===== src/rtl/sfq_pkg.sv =====
// Shared types for the one-entry searchable queue.
package sfq_pkg;
    // Same-cycle view of the lookup port.
    typedef enum logic {
        ORD_DEQ_ONLY = 1'b0,  // sees the take, not the incoming entry
        ORD_DEQ_ENQ  = 1'b1   // sees the take and the incoming entry
    } find_order_e;
endpackage


===== src/rtl/sfq_ctrl.sv =====
// Handshake control for a single slot.
// Assumes: full reflects the registered state; take on an empty slot is dropped.
module sfq_ctrl (
    input  logic full,
    input  logic in_valid,
    input  logic out_take,
    output logic in_ready,
    output logic enq_fire,
    output logic deq_fire
);
    // Take is effective only on a full slot; a taken slot frees room at once.
    always_comb begin
        deq_fire = full & out_take;
        in_ready = ~full | deq_fire;
        enq_fire = in_valid & in_ready;
    end
endmodule


===== src/rtl/sfq_slot.sv =====
// Storage for one entry and its occupancy flag.
// Assumes: enq_fire is only asserted when room exists; flush wins over all.
module sfq_slot #(
    parameter int ENT_W = 8
) (
    input  logic             clk,
    input  logic             rst_n,
    input  logic             enq_fire,
    input  logic             deq_fire,
    input  logic             flush,
    input  logic [ENT_W-1:0] in_ent,
    output logic             full,
    output logic [ENT_W-1:0] ent
);
    // Occupancy update: reset/flush empty, write fills, take empties.
    always_ff @(posedge clk) begin
        if (!rst_n || flush) begin
            full <= 1'b0;
        end else if (enq_fire) begin
            full <= 1'b1;
        end else if (deq_fire) begin
            full <= 1'b0;
        end
    end

    // Entry capture on an accepted write.
    always_ff @(posedge clk) begin
        if (!rst_n) begin
            ent <= '0;
        end else if (enq_fire && !flush) begin
            ent <= in_ent;
        end
    end
endmodule


===== src/rtl/sfq_search.sv =====
// Lookup over the stored and incoming entries under a fixed same-cycle order.
// Assumes: entries are packed as {dst_vld, dst_tag, data}.
module sfq_search
    import sfq_pkg::*;
#(
    parameter int          DATA_W = 16,
    parameter int          TAG_W  = 5,
    parameter find_order_e ORDER  = ORD_DEQ_ENQ,
    localparam int         ENT_W  = DATA_W + TAG_W + 1
) (
    input  logic              full,
    input  logic              deq_fire,
    input  logic              enq_fire,
    input  logic [ENT_W-1:0]  ent,
    input  logic [ENT_W-1:0]  in_ent,
    input  logic [TAG_W-1:0]  find_tag,
    output logic              find_hit,
    output logic [DATA_W-1:0] find_data
);
    logic             cand_vld;
    logic [ENT_W-1:0] cand;

    // Pick the entry visible to the lookup for the chosen order.
    generate
        if (ORDER == ORD_DEQ_ENQ) begin : g_sees_enq
            always_comb begin
                cand_vld = enq_fire | (full & ~deq_fire);
                cand     = enq_fire ? in_ent : ent;
            end
        end else begin : g_hides_enq
            always_comb begin
                cand_vld = full & ~deq_fire;
                cand     = ent;
            end
        end
    endgenerate

    // Tag compare against the visible entry.
    always_comb begin
        find_hit  = cand_vld & cand[ENT_W-1]
                  & (cand[DATA_W +: TAG_W] == find_tag);
        find_data = find_hit ? cand[DATA_W-1:0] : '0;
    end
endmodule


===== src/rtl/sfq_top.sv =====
// One-entry pipeline queue with a register-tag lookup port.
// Assumes: synchronous active-low reset; flush applies at the edge.
module sfq_top
    import sfq_pkg::*;
#(
    parameter int          DATA_W = 16,
    parameter int          TAG_W  = 5,
    parameter find_order_e ORDER  = ORD_DEQ_ENQ
) (
    input  logic              clk,
    input  logic              rst_n,
    input  logic              in_valid,
    output logic              in_ready,
    input  logic [DATA_W-1:0] in_data,
    input  logic              in_dst_vld,
    input  logic [TAG_W-1:0]  in_dst_tag,
    output logic              out_valid,
    output logic [DATA_W-1:0] out_data,
    output logic              out_dst_vld,
    output logic [TAG_W-1:0]  out_dst_tag,
    input  logic              out_take,
    input  logic              flush,
    input  logic [TAG_W-1:0]  find_tag,
    output logic              find_hit,
    output logic [DATA_W-1:0] find_data
);
    localparam int ENT_W = DATA_W + TAG_W + 1;

    logic             full, enq_fire, deq_fire;
    logic [ENT_W-1:0] ent, in_ent;

    // Pack the offered entry.
    always_comb in_ent = {in_dst_vld, in_dst_tag, in_data};

    sfq_ctrl u_ctrl (
        .full(full), .in_valid(in_valid), .out_take(out_take),
        .in_ready(in_ready), .enq_fire(enq_fire), .deq_fire(deq_fire)
    );

    sfq_slot #(.ENT_W(ENT_W)) u_slot (
        .clk(clk), .rst_n(rst_n), .enq_fire(enq_fire), .deq_fire(deq_fire),
        .flush(flush), .in_ent(in_ent), .full(full), .ent(ent)
    );

    sfq_search #(.DATA_W(DATA_W), .TAG_W(TAG_W), .ORDER(ORDER)) u_search (
        .full(full), .deq_fire(deq_fire), .enq_fire(enq_fire), .ent(ent),
        .in_ent(in_ent), .find_tag(find_tag), .find_hit(find_hit),
        .find_data(find_data)
    );

    // Unpack the stored entry onto the consumer side.
    always_comb begin
        out_valid   = full;
        out_dst_vld = ent[ENT_W-1];
        out_dst_tag = ent[DATA_W +: TAG_W];
        out_data    = ent[DATA_W-1:0];
    end
endmodule


===== config.mk =====
export PLATFORM = sky130hd
export DESIGN_NAME = sfq_top
export DESIGN_NICKNAME = d
export VERILOG_FILES = /design/src/rtl/sfq_pkg.sv /design/src/rtl/sfq_ctrl.sv /design/src/rtl/sfq_slot.sv /design/src/rtl/sfq_search.sv /design/src/rtl/sfq_top.sv
export SDC_FILE = /design/constraint.sdc
export NUM_CORES = 1
export LEC_CHECK = 0
export BUFFER_PORTS_ARGS = -buffer_cell sky130_fd_sc_hd__clkbuf_2
export CAP_MARGIN = 0
export CORE_MARGIN = 3
export CORE_UTILIZATION = 35
export DETAILED_ROUTE_END_ITERATION = 16
export GPL_TIMING_DRIVEN = 0
export MAX_ROUTING_LAYER = met4
export PLACE_DENSITY = 0.61
export SYNTH_ARGS = -nofsm -noshare
export SYNTH_HDL_FRONTEND = slang
export SYNTH_SLANG_ARGS = --single-unit

===== constraint.sdc =====
create_clock -name clk -period 6.2 [get_ports clk]
set_input_delay 0.62 -clock clk [delete_from_list [all_inputs] [get_ports clk]]
set_output_delay 0.62 -clock clk [all_outputs]
set_load 0.02 [all_outputs]

Word level (Yosys, flattened, before mapping)
Index checks and enable logic that the tools add are counted.

cells by class
  bitwise operators = 9
  reductions and logical operators = 5
  multiplexer cells = 4
  equal/unequal tests = 1

operators with widths
  cell                 number
  22-bit 2-to-1 mux    1
  16-bit 2-to-1 mux    1
  1-bit AND            5
  5-bit equality test  1
  1-bit logical NOT    2
  1-bit 2-to-1 mux     2
  1-bit inverter       2
  1-bit bitwise OR     2
  2-bit nonzero test   1
  1-bit logical AND    1
  1-bit logical OR     1

word-level totals
  flip-flop bits (word level) = 23
  output and inout port bits = 41
  input port bits = 32
  word-level logic and storage cells = 21

Depth between registers and ports, before layout
Gate-level depths: netlist of run 1.

  word-level depth = 7
  depth in mapped cells = 10

Modules after synthesis
Synthesis of run 1 repeated with hierarchy kept, for this count alone.

second synthesis, totals
  cell total of the unflattened synthesis = 157
  area, all modules = 1451.4 um^2

by module, submodules not included
  module      area each (um^2)  cells an instance  instances
  sfq_slot    958.4             101                1
  sfq_search  462.9             53                 1
  sfq_ctrl    30.0              3                  1

Worst setup path before layout of run 1
Ideal clock, no wire load.

  kind = input-to-output
  start = in out_take
  end = out find_data[0]
  path slack = 3.078 ns
  arrival = 2.502 ns
  stages on the path = 8
  cell sequence = nor2b_4 > inv_2 > buf_6 > nand4b_1 > nand3_1 > or4_4 > buf_6 > nor4_1

between the ends
  longest elaborated chain between the ends = 7
  elaborated cells on any way between the ends = 11
  classes of those cells = 1 x eq/ne; 2 x mux; 8 x bitwise

ends and longest elaborated chain
  what                                                   RTL line                            text
  start, declared                                        sfq_top.sv:21                       input logic out_take,
  1-bit AND (*)                                          sfq_ctrl.sv:13                      deq_fire = full & out_take;
  1-bit bitwise OR (*)                                   sfq_ctrl.sv:14                      in_ready = ~full | deq_fire;
  net in_ready                                           sfq_top.sv:13                       output logic in_ready,
  1-bit AND (*)                                          sfq_ctrl.sv:15                      enq_fire = in_valid & in_ready;
  22-bit 2-to-1 mux or 1-bit bitwise OR (tied branches)  sfq_search.sv:28, sfq_search.sv:27
  5-bit equality test or 1-bit AND (tied branches)       sfq_search.sv:41, sfq_search.sv:40
  1-bit AND                                              sfq_search.sv:41                    & (cand[DATA_W +: TAG_W] == find_tag);
  16-bit 2-to-1 mux (*)                                  sfq_search.sv:42                    find_data = find_hit ? cand[DATA_W-1:0] : '0;
  end, declared                                          sfq_top.sv:25                       output logic [DATA_W-1:0] find_data

The timed path passes the listed nets; every way through them passes the cells marked *.

Final worst setup path of run 1
  start = in out_take
  end = out find_data[10]

between the ends
  longest elaborated chain between the ends = 7
  elaborated cells on any way between the ends = 11
  classes of those cells = 1 x eq/ne; 2 x mux; 8 x bitwise

ends and longest elaborated chain
  what                                                   RTL line
  1-bit AND (*)                                          sfq_ctrl.sv:13
  1-bit bitwise OR or 1-bit inverter (tied branches)     sfq_ctrl.sv:14, sfq_search.sv:27
  1-bit AND, on equally long branches                    sfq_ctrl.sv:15, sfq_search.sv:27
  22-bit 2-to-1 mux or 1-bit bitwise OR (tied branches)  sfq_search.sv:28, sfq_search.sv:27
  5-bit equality test or 1-bit AND (tied branches)       sfq_search.sv:41, sfq_search.sv:40
  1-bit AND                                              sfq_search.sv:41
  16-bit 2-to-1 mux (*)                                  sfq_search.sv:42

Mark *: on every way between the ends. The rest lies on a longest branch, timed or not.

==> flow_metrics.py, run 1 <==
metrics = {
    "outcome": {
        "status": "finished, final reports clean",
    },
    "clock_tree": {
        "post_cts_buffers": 0,
        "cts-buffers-inserted": 3,
        "cts.repair.resized": 0,
        "cts-htree-levels": 1,
        "postCtsHoldBufs": 0,
        "cts_tree": "done",
        "worstSkewPairLatency_ns": 0.26,
        "clkSinkCount": 23,
        "clockBufferDepth": 2,
        "clk_pin_slew_ns": 0.08,
        "cts-root-buf": "clkbuf_8",
    },
    "synthesis": {
        "synth_top_area_share_pct": 31.9,
        "synth_top_family_by_area": "simple AND/OR/NAND/NOR gates",
        "synth_ff_type": "dfxtp_1",
        "synthAdderAreaFrac_pct": 0,
        "yosysSeqAreaShare_pct": 31.9,
        "netlist_instances": 176,
        "synth.mux.area_fraction_pct": 11.1,
        "syn_area_um2": 1440,
        "synth_compound_area_share_pct": 16.6,
        "async_reset_ff_share_pct": 0,
        "synth.area.top_cells": "dfxtp_1, nand2_1, a21boi_0, mux2i_1, nor4_2",
        "synth_top_area_cell": "dfxtp_1",
        "yosys.area_share.simple_pct": 32.8,
        "synth_enable_flop_cells": 0,
        "ys_ff_latch": 23,
        "yosys_warnings": 0,
        "synth-xor-area-share_pct": 0,
        "synthMostInstantiatedCell": "nand2_1",
        "syn-num-nets": 208,
        "synthDistinctLibCells": 29,
        "syn_avg_cell_area_um2": 8.20,
        "synth_common_cells": "nand2_1, dfxtp_1, a21boi_0",
    },
    "floorplan": {
        "coreArea_um2": 3830,
        "start_util_pct": 37.7,
        "ios": 73,
        "fp.dieW_um": 70.2,
        "die_area_um2": 4930,
        "std_cell_rows": 22,
        "die_h_um": 70.2,
    },
    "sta": {
        "period_share_pct": 53.3,
        "tns_ns": 0,
        "setup_viol": 0,
        "slew_headroom_pct": 56.5,
        "setup_ws_ns": 2.89,
        "hold_viol": 0,
        "slew_viol_final": 0,
        "tightest_slew_ns": 0.652,
        "period_minus_slack_ns": 3.31,
        "clock.fmax_mhz": 302,
        "rsz0062_at_grt": "no",
        "clock_skew_ns": 0.000503,
    },
    "route": {
        "wl_per_cell_um": 13.1,
        "drc_errors": 0,
        "drt-initial-drc-count": 60,
        "drt-total-wl_um": 3930,
        "dr_total_vias": 1498,
        "via_per_inst": 5.01,
        "ant_nets": 0,
        "drt_pre_antenna_iters": 4,
    },
    "run": {
        "maxCapViolCount": 0,
    },
    "placed_design": {
        "dp_hpwl_um": 3030,
        "gp_congestion": 0.780,
        "dp_cells": 295,
        "placed_area_um2": 1860,
        "io_buffers": 71,
        "pre_cts_ws_ns": 2.89,
    },
    "power_and_ir_drop": {
        "powerDensity_nw_per_um2": 176,
        "p_leak_nw": 0.847,
        "ir_worst_vdd_uv": 73.4,
        "power_uw": 335,
    },
    "final_layout": {
        "final_cell_area_um2": 1900,
        "nets": 284,
        "num_antenna_cells": 0,
        "layout-drive-gt1-share_pct": 37.5,
        "fin_cells": 299,
        "syn2layout_area_growth_pct": 31.9,
    },
    "grt": {
        "use_met2_pct": 24.5,
        "grt_antenna_before_repair": 0,
        "grt_max_degree": 13,
        "busiest_layer": "met2",
        "use_met1_pct": 22.4,
        "use_met3_pct": 1.58,
        "grt_pass1_wl_um": 6510,
        "grt_pass1_vias": 1337,
        "grt_use_total_pct": 16.0,
        "grt_overflow": 0,
    },
    "critical_path": {
        "rr_endpoint": "u_slot.ent[1]$_SDFFE_PN0P_",
        "worstSetupStartpoint": "out_take",
        "rrSetupSlack_ns": 4.30,
        "end_kind": "output pin",
        "rr_worst_depth": 9,
        "critPathLaunchType": "input pin",
        "path_max_fanout": 10,
        "crit_path_end": "find_data[10]",
        "required_ns": 5.58,
        "worst-setup-path-type": "input pin to output pin",
        "arrival_ns": 2.69,
        "worstReg2RegStart": "u_slot.full$_SDFFE_PP0P_",
    },
    "min_path": {
        "hold_path.class": "flip-flop to flip-flop",
    },
}
-- cells in the final DEF (no fill, tap or decap), drive strengths merged, types with 3 or more instances in the layout --
cell type and n:
nand3 5, a21oi 4, inv 4, nand4b 3
nor2b 3, buf 8, clkbuf 82, o21ai 4
nand2b 4, nand2 46, dfxtp 23, mux2i 16
nor4 16, a21boi 22
-- report_power, final --
part / internal, mW / leakage [nW] / switching [mW]
sequential: 0.155 / 0.188 / 0.00540
combinational: 0.0325 / 0.637 / 0.0491
clock: 0.0458 / 0.0228 / 0.0474
total: 0.233 / 0.847 / 0.102
-- metrics by stage --
stage / utilization [%] / hold WS (ns)
after detailed placement: 48.6 / 0.474
final: 49.8 / 0.481
after global routing: 49.8 / 0.501
after floorplan: - / 0.549
after global placement: 48.6 / 0.472
after CTS: 49.8 / 0.485
-- worst min-delay path by stage --
stage | start | to | slack [ns] | cells past startpoint
final | u_slot.ent[11]$_SDFFE_PN0P_ | u_slot.ent[11]$_SDFFE_PN0P_ | 0.48 | 2
after detailed placement | u_slot.ent[11]$_SDFFE_PN0P_ | u_slot.ent[11]$_SDFFE_PN0P_ | 0.47 | 2
after global routing | u_slot.ent[11]$_SDFFE_PN0P_ | u_slot.ent[11]$_SDFFE_PN0P_ | 0.50 | 2
after CTS | u_slot.ent[11]$_SDFFE_PN0P_ | u_slot.ent[11]$_SDFFE_PN0P_ | 0.49 | 2
after global placement | u_slot.ent[12]$_SDFFE_PN0P_ | u_slot.ent[12]$_SDFFE_PN0P_ | 0.47 | 2
after floorplan | u_slot.ent[21]$_SDFFE_PN0P_ | u_slot.ent[21]$_SDFFE_PN0P_ | 0.55 | 2
-- cell families (layout without fill, tap and decap cells) --
kind of cell           Yosys count  in the layout
and+or+nand+nor                 84             84
AOI/OAI and AO/OA               34             34
DFF                             23             23
buffers and inverters           19             94
muxes                           16             16
-- flip-flops by register name, summed over array words and instances (netlist names) --
| signal | cells |
|---|---|
| u_slot.ent | 22 |
| u_slot.full | 1 |
-- area by class of cell --
type / instances / area (um^2)
clock buffer: 4 / 45.0
timing repair buffer: 71 / 355
sequential: 23 / 460
tap: 48 / 60.1
inverter: 4 / 15.0
buffer: 15 / 96.3
multi-input combinational: 134 / 872
fill: 394 / 1920
-- layer usage --
metal  part of all wire, %  vias to the layer above
li1                      -                      774
met1                    49                      685
met2                    46                       37
met3                   4.1                        2
met4                  0.69                        0
met5                     0                        -
-- critical path, stage by stage --
cell	delay (ns)
clkbuf_2	0.10
nor2b_4	0.18
inv_2	0.06
buf_6	0.14
nand2_1	0.08
buf_4	0.20
nand4b_1	0.11
a32o_1	0.22
buf_2	0.17
clkbuf_1	0.30
nor4_2	0.30
clkbuf_2	0.21
No activity file was read; power rests on OpenSTA's default activity.
==> run 2, diff against run 1 <==
--- a/config.mk
+++ b/config.mk
@@ -5,6 +5,7 @@
 export SDC_FILE = /design/constraint.sdc
 export NUM_CORES = 1
 export LEC_CHECK = 0
+export ABC_AREA = 1
 export BUFFER_PORTS_ARGS = -buffer_cell sky130_fd_sc_hd__clkbuf_2
 export CAP_MARGIN = 0
 export CORE_MARGIN = 3
@@ -12,7 +13,7 @@
 export DETAILED_ROUTE_END_ITERATION = 16
 export GPL_TIMING_DRIVEN = 0
 export MAX_ROUTING_LAYER = met4
-export PLACE_DENSITY = 0.61
+export PLACE_DENSITY = 0.64
 export SYNTH_ARGS = -nofsm -noshare
 export SYNTH_HDL_FRONTEND = slang
 export SYNTH_SLANG_ARGS = --single-unit
==> constraint.sdc (replaced) <==
create_clock -name clk -period 2.7 [get_ports clk]
set_input_delay 0.27 -clock clk [delete_from_list [all_inputs] [get_ports clk]]
set_output_delay 0.27 -clock clk [all_outputs]
set_load 0.02 [all_outputs]
==> run 2 against run 1 <==
Effect of this change:
- clock power up 130%
- clock skew rose by 0.0066 ns
- non-clock buffer count decreased by 1
- global-route usage grew 0.17 points
- utilization down 0.30 points
- synthesized area down 2.7%
- via count is 4.3% higher
- flip-flop and latch count unchanged
- combinational power grew to 2.6 times the previous value
- register-to-register slack got worse by 3.1 ns
- synthesized cell count up 26%
- count of clock-buffer cells in the layout unchanged
- critical path type is now flip-flop to output pin
==> flow_metrics.py, run 2 <==
metrics = {
    "outcome": {
        "status": "finished, final reports clean",
    },
    "floorplan": {
        "start_util_pct": 37.3,
        "die_area_um2": 4810,
        "die_h_um": 69.4,
        "ios": 73,
        "fp.dieW_um": 69.4,
        "std_cell_rows": 22,
        "coreArea_um2": 3770,
    },
    "synthesis": {
        "synth_top_area_share_pct": 32.8,
        "synthMostInstantiatedCell": "inv_1",
        "netlist_instances": 222,
        "async_reset_ff_share_pct": 0,
        "syn-num-nets": 254,
        "yosys_warnings": 0,
        "synth_enable_flop_cells": 0,
        "synthDistinctLibCells": 18,
        "syn_area_um2": 1410,
        "synth.area.top_cells": "dfxtp_1, o21ai_0, inv_1, a21oi_1, nand2_1",
        "yosysSeqAreaShare_pct": 32.8,
        "syn_avg_cell_area_um2": 6.33,
        "ys_ff_latch": 23,
        "synth_ff_type": "dfxtp_1",
        "synth_top_area_cell": "dfxtp_1",
        "synth_common_cells": "inv_1, o21ai_0, nand2_1",
    },
    "critical_path": {
        "path_max_fanout": 10,
        "rr_worst_depth": 7,
        "rrSetupSlack_ns": 1.21,
        "end_kind": "output pin",
        "critPathTopFamily": "simple AND/OR/NAND/NOR gates",
        "arrival_ns": 1.87,
        "worstReg2RegStart": "u_slot.full$_SDFFE_PP0P_",
        "required_ns": 2.43,
        "critPathSlowestCell": "dfxtp_1",
        "worst-setup-path-type": "flip-flop to output pin",
        "critPathLaunchType": "flip-flop",
        "crit_chain": "nand2_2 > nand2_4 > buf_6 > nand2_1 > nand3_1 > nand2_1 > nor2_2 > nand3_4 > buf_6 > nor2_2 > clkbuf_2",
        "rr_endpoint": "u_slot.ent[0]$_SDFFE_PN0P_",
        "critPathMaxStageDelay_ns": 0.36,
        "critPathBufInv": 3,
    },
    "clock_tree": {
        "cts-root-buf": "clkbuf_8",
        "clkSinkCount": 23,
        "postCtsHoldBufs": 0,
        "worstSkewPairLatency_ns": 0.26,
        "cts-buffers-inserted": 3,
        "cts_tree": "done",
        "cts-htree-levels": 1,
        "cts.repair.resized": 0,
        "clk_pin_slew_ns": 0.08,
        "post_cts_buffers": 0,
        "clockBufferDepth": 2,
    },
    "final_layout": {
        "largest_register_ffs": 22,
        "largest_register": "u_slot.ent",
        "num_antenna_cells": 0,
        "syn2layout_area_growth_pct": 32.8,
        "layout_commonest_cell": "clkbuf_2",
        "final_cell_mix": "clkbuf_2, inv_1, o21ai_0, nand2_1",
        "fillers": 393,
        "layout-drive-gt1-share_pct": 33.7,
        "largestRegisters": "u_slot.ent x22, u_slot.full x1",
        "fin_cells": 345,
        "nets": 330,
    },
    "placed_design": {
        "dp_cells": 341,
        "dp_hpwl_um": 2960,
        "io_buffers": 71,
        "gp_congestion": 0.808,
    },
    "grt": {
        "grt_pass1_vias": 1461,
        "grt_use_total_pct": 16.1,
        "grt_antenna_before_repair": 0,
        "grt_overflow": 0,
        "grt_pass1_wl_um": 6420,
        "grt_max_degree": 13,
    },
    "sta": {
        "clock_skew_ns": 0.00707,
        "slew_viol_final": 0,
        "rsz0062_at_grt": "no",
        "setup_viol": 0,
        "period_minus_slack_ns": 2.14,
        "tns_ns": 0,
        "slew_headroom_pct": 68.3,
        "period_share_pct": 79.2,
        "tightest_slew_ns": 0.476,
        "hold_viol": 0,
        "clock.fmax_mhz": 467,
    },
    "run": {
        "maxCapViolCount": 0,
    },
    "min_path": {
        "worstHoldPathCells": 2,
        "hold_start": "flush",
        "hold_path.class": "input pin to flip-flop",
        "whs_endpoint": "u_slot.full$_SDFFE_PP0P_",
    },
    "route": {
        "dr_total_vias": 1562,
        "via_per_inst": 4.53,
        "drt-total-wl_um": 3770,
        "drt_pre_antenna_iters": 4,
        "drt-initial-drc-count": 53,
        "ant_nets": 0,
        "wl_per_cell_um": 10.9,
        "drc_errors": 0,
    },
    "power_and_ir_drop": {
        "powerDensity_nw_per_um2": 429,
        "p_leak_nw": 0.963,
        "ir_worst_vdd_uv": 192,
    },
}
==> run 2: cell types whose count changed after synthesis, moves of 3 or more <==
cell and change:
a21boi_0 -22, nand3_1 +12, nand2b_1 -4, a21oi_1 +19
nor4_2 -9, nand4b_1 -3, inv_1 +45, o21ai_0 +34
nor2_1 +7, nand2_2 +4, nor4_1 -7, mux2i_1 -16
nor2_2 +11, nand2_1 -16
==> run 2: power breakdown <==
| group | internal, mW | leakage [nW] | switching (mW) | total [mW] |
|---|---|---|---|---|
| clock | 0.105 | 0.0228 | 0.108 | 0.213 |
| combinational | 0.0774 | 0.750 | 0.134 | 0.211 |
| sequential | 0.363 | 0.190 | 0.0135 | 0.376 |
==> run 2: metrics by stage <==
step / utilization (%) / instance area [um^2] / power, mW / hold WS (ns) / setup WS, ns
finish: 49.5 / 1870 / 0.801 / 0.170 / 0.561
global route: 49.5 / 1870 / 0.855 / 0.162 / 0.362
CTS: 49.5 / 1870 / 0.811 / 0.163 / 0.517
detailed placement: 48.3 / 1820 / 0.597 / 0.445 / 0.778
global placement: 48.3 / 1820 / 0.595 / 0.444 / 0.778
floorplan: - / 1410 / 0.521 / 0.342 / 0.880
==> run 2: logic make-up after synthesis <==
group | count (synthesis) | share of synthesized area (%)
buffers and inverters | 63 | 19.2
DFF | 23 | 32.8
AOI/OAI and AO/OA | 62 | 22.4
and+or+nand+nor | 74 | 25.6
==> run 2: worst max path at each step <==
| stage | from | to | slack, ns | depth (start not counted) |
|---|---|---|---|---|
| 2_1_floorplan | u_slot.full$_SDFFE_PP0P_ | find_data[10] | 0.88 | 10 |
| 3_3_place_gp | out_take | find_data[6] | 0.78 | 13 |
| 3_5_place_dp | out_take | find_data[6] | 0.78 | 13 |
| 4_1_cts | u_slot.full$_SDFFE_PP0P_ | find_data[6] | 0.52 | 11 |
| 5_1_grt | u_slot.full$_SDFFE_PP0P_ | find_data[12] | 0.36 | 11 |
| 6_report | u_slot.full$_SDFFE_PP0P_ | find_data[6] | 0.56 | 11 |
==> run 2: cell type report <==
type / count / area (um^2) / share of cell area [%]
Tap cell: 48 / 60.1 / 3.22
Multi-Input combinational cell: 136 / 674 / 36.2
Inverter: 49 / 184 / 9.86
Timing Repair Buffer: 71 / 355 / 19.0
Clock buffer: 4 / 45.0 / 2.41
Sequential cell: 23 / 460 / 24.7
Buffer: 14 / 86.3 / 4.63
==> run 2: worst reg2reg max path: stages (launching register included) <==
cell      delay [ns]
dfxtp_1         0.36
nand2_2         0.09
nand2_4         0.07
or2_1           0.08
buf_2           0.16
clkbuf_1        0.37
o21ai_0         0.14
a21oi_1         0.14
==> run 2: per-layer routing <==
metal	vias to the layer above	wire length [um]	track usage, %
met5	-	0	-
met4	0	13	3.90
met3	2	270	3.19
met2	56	1660	24.9
met1	667	1830	21.7
li1	837	-	-
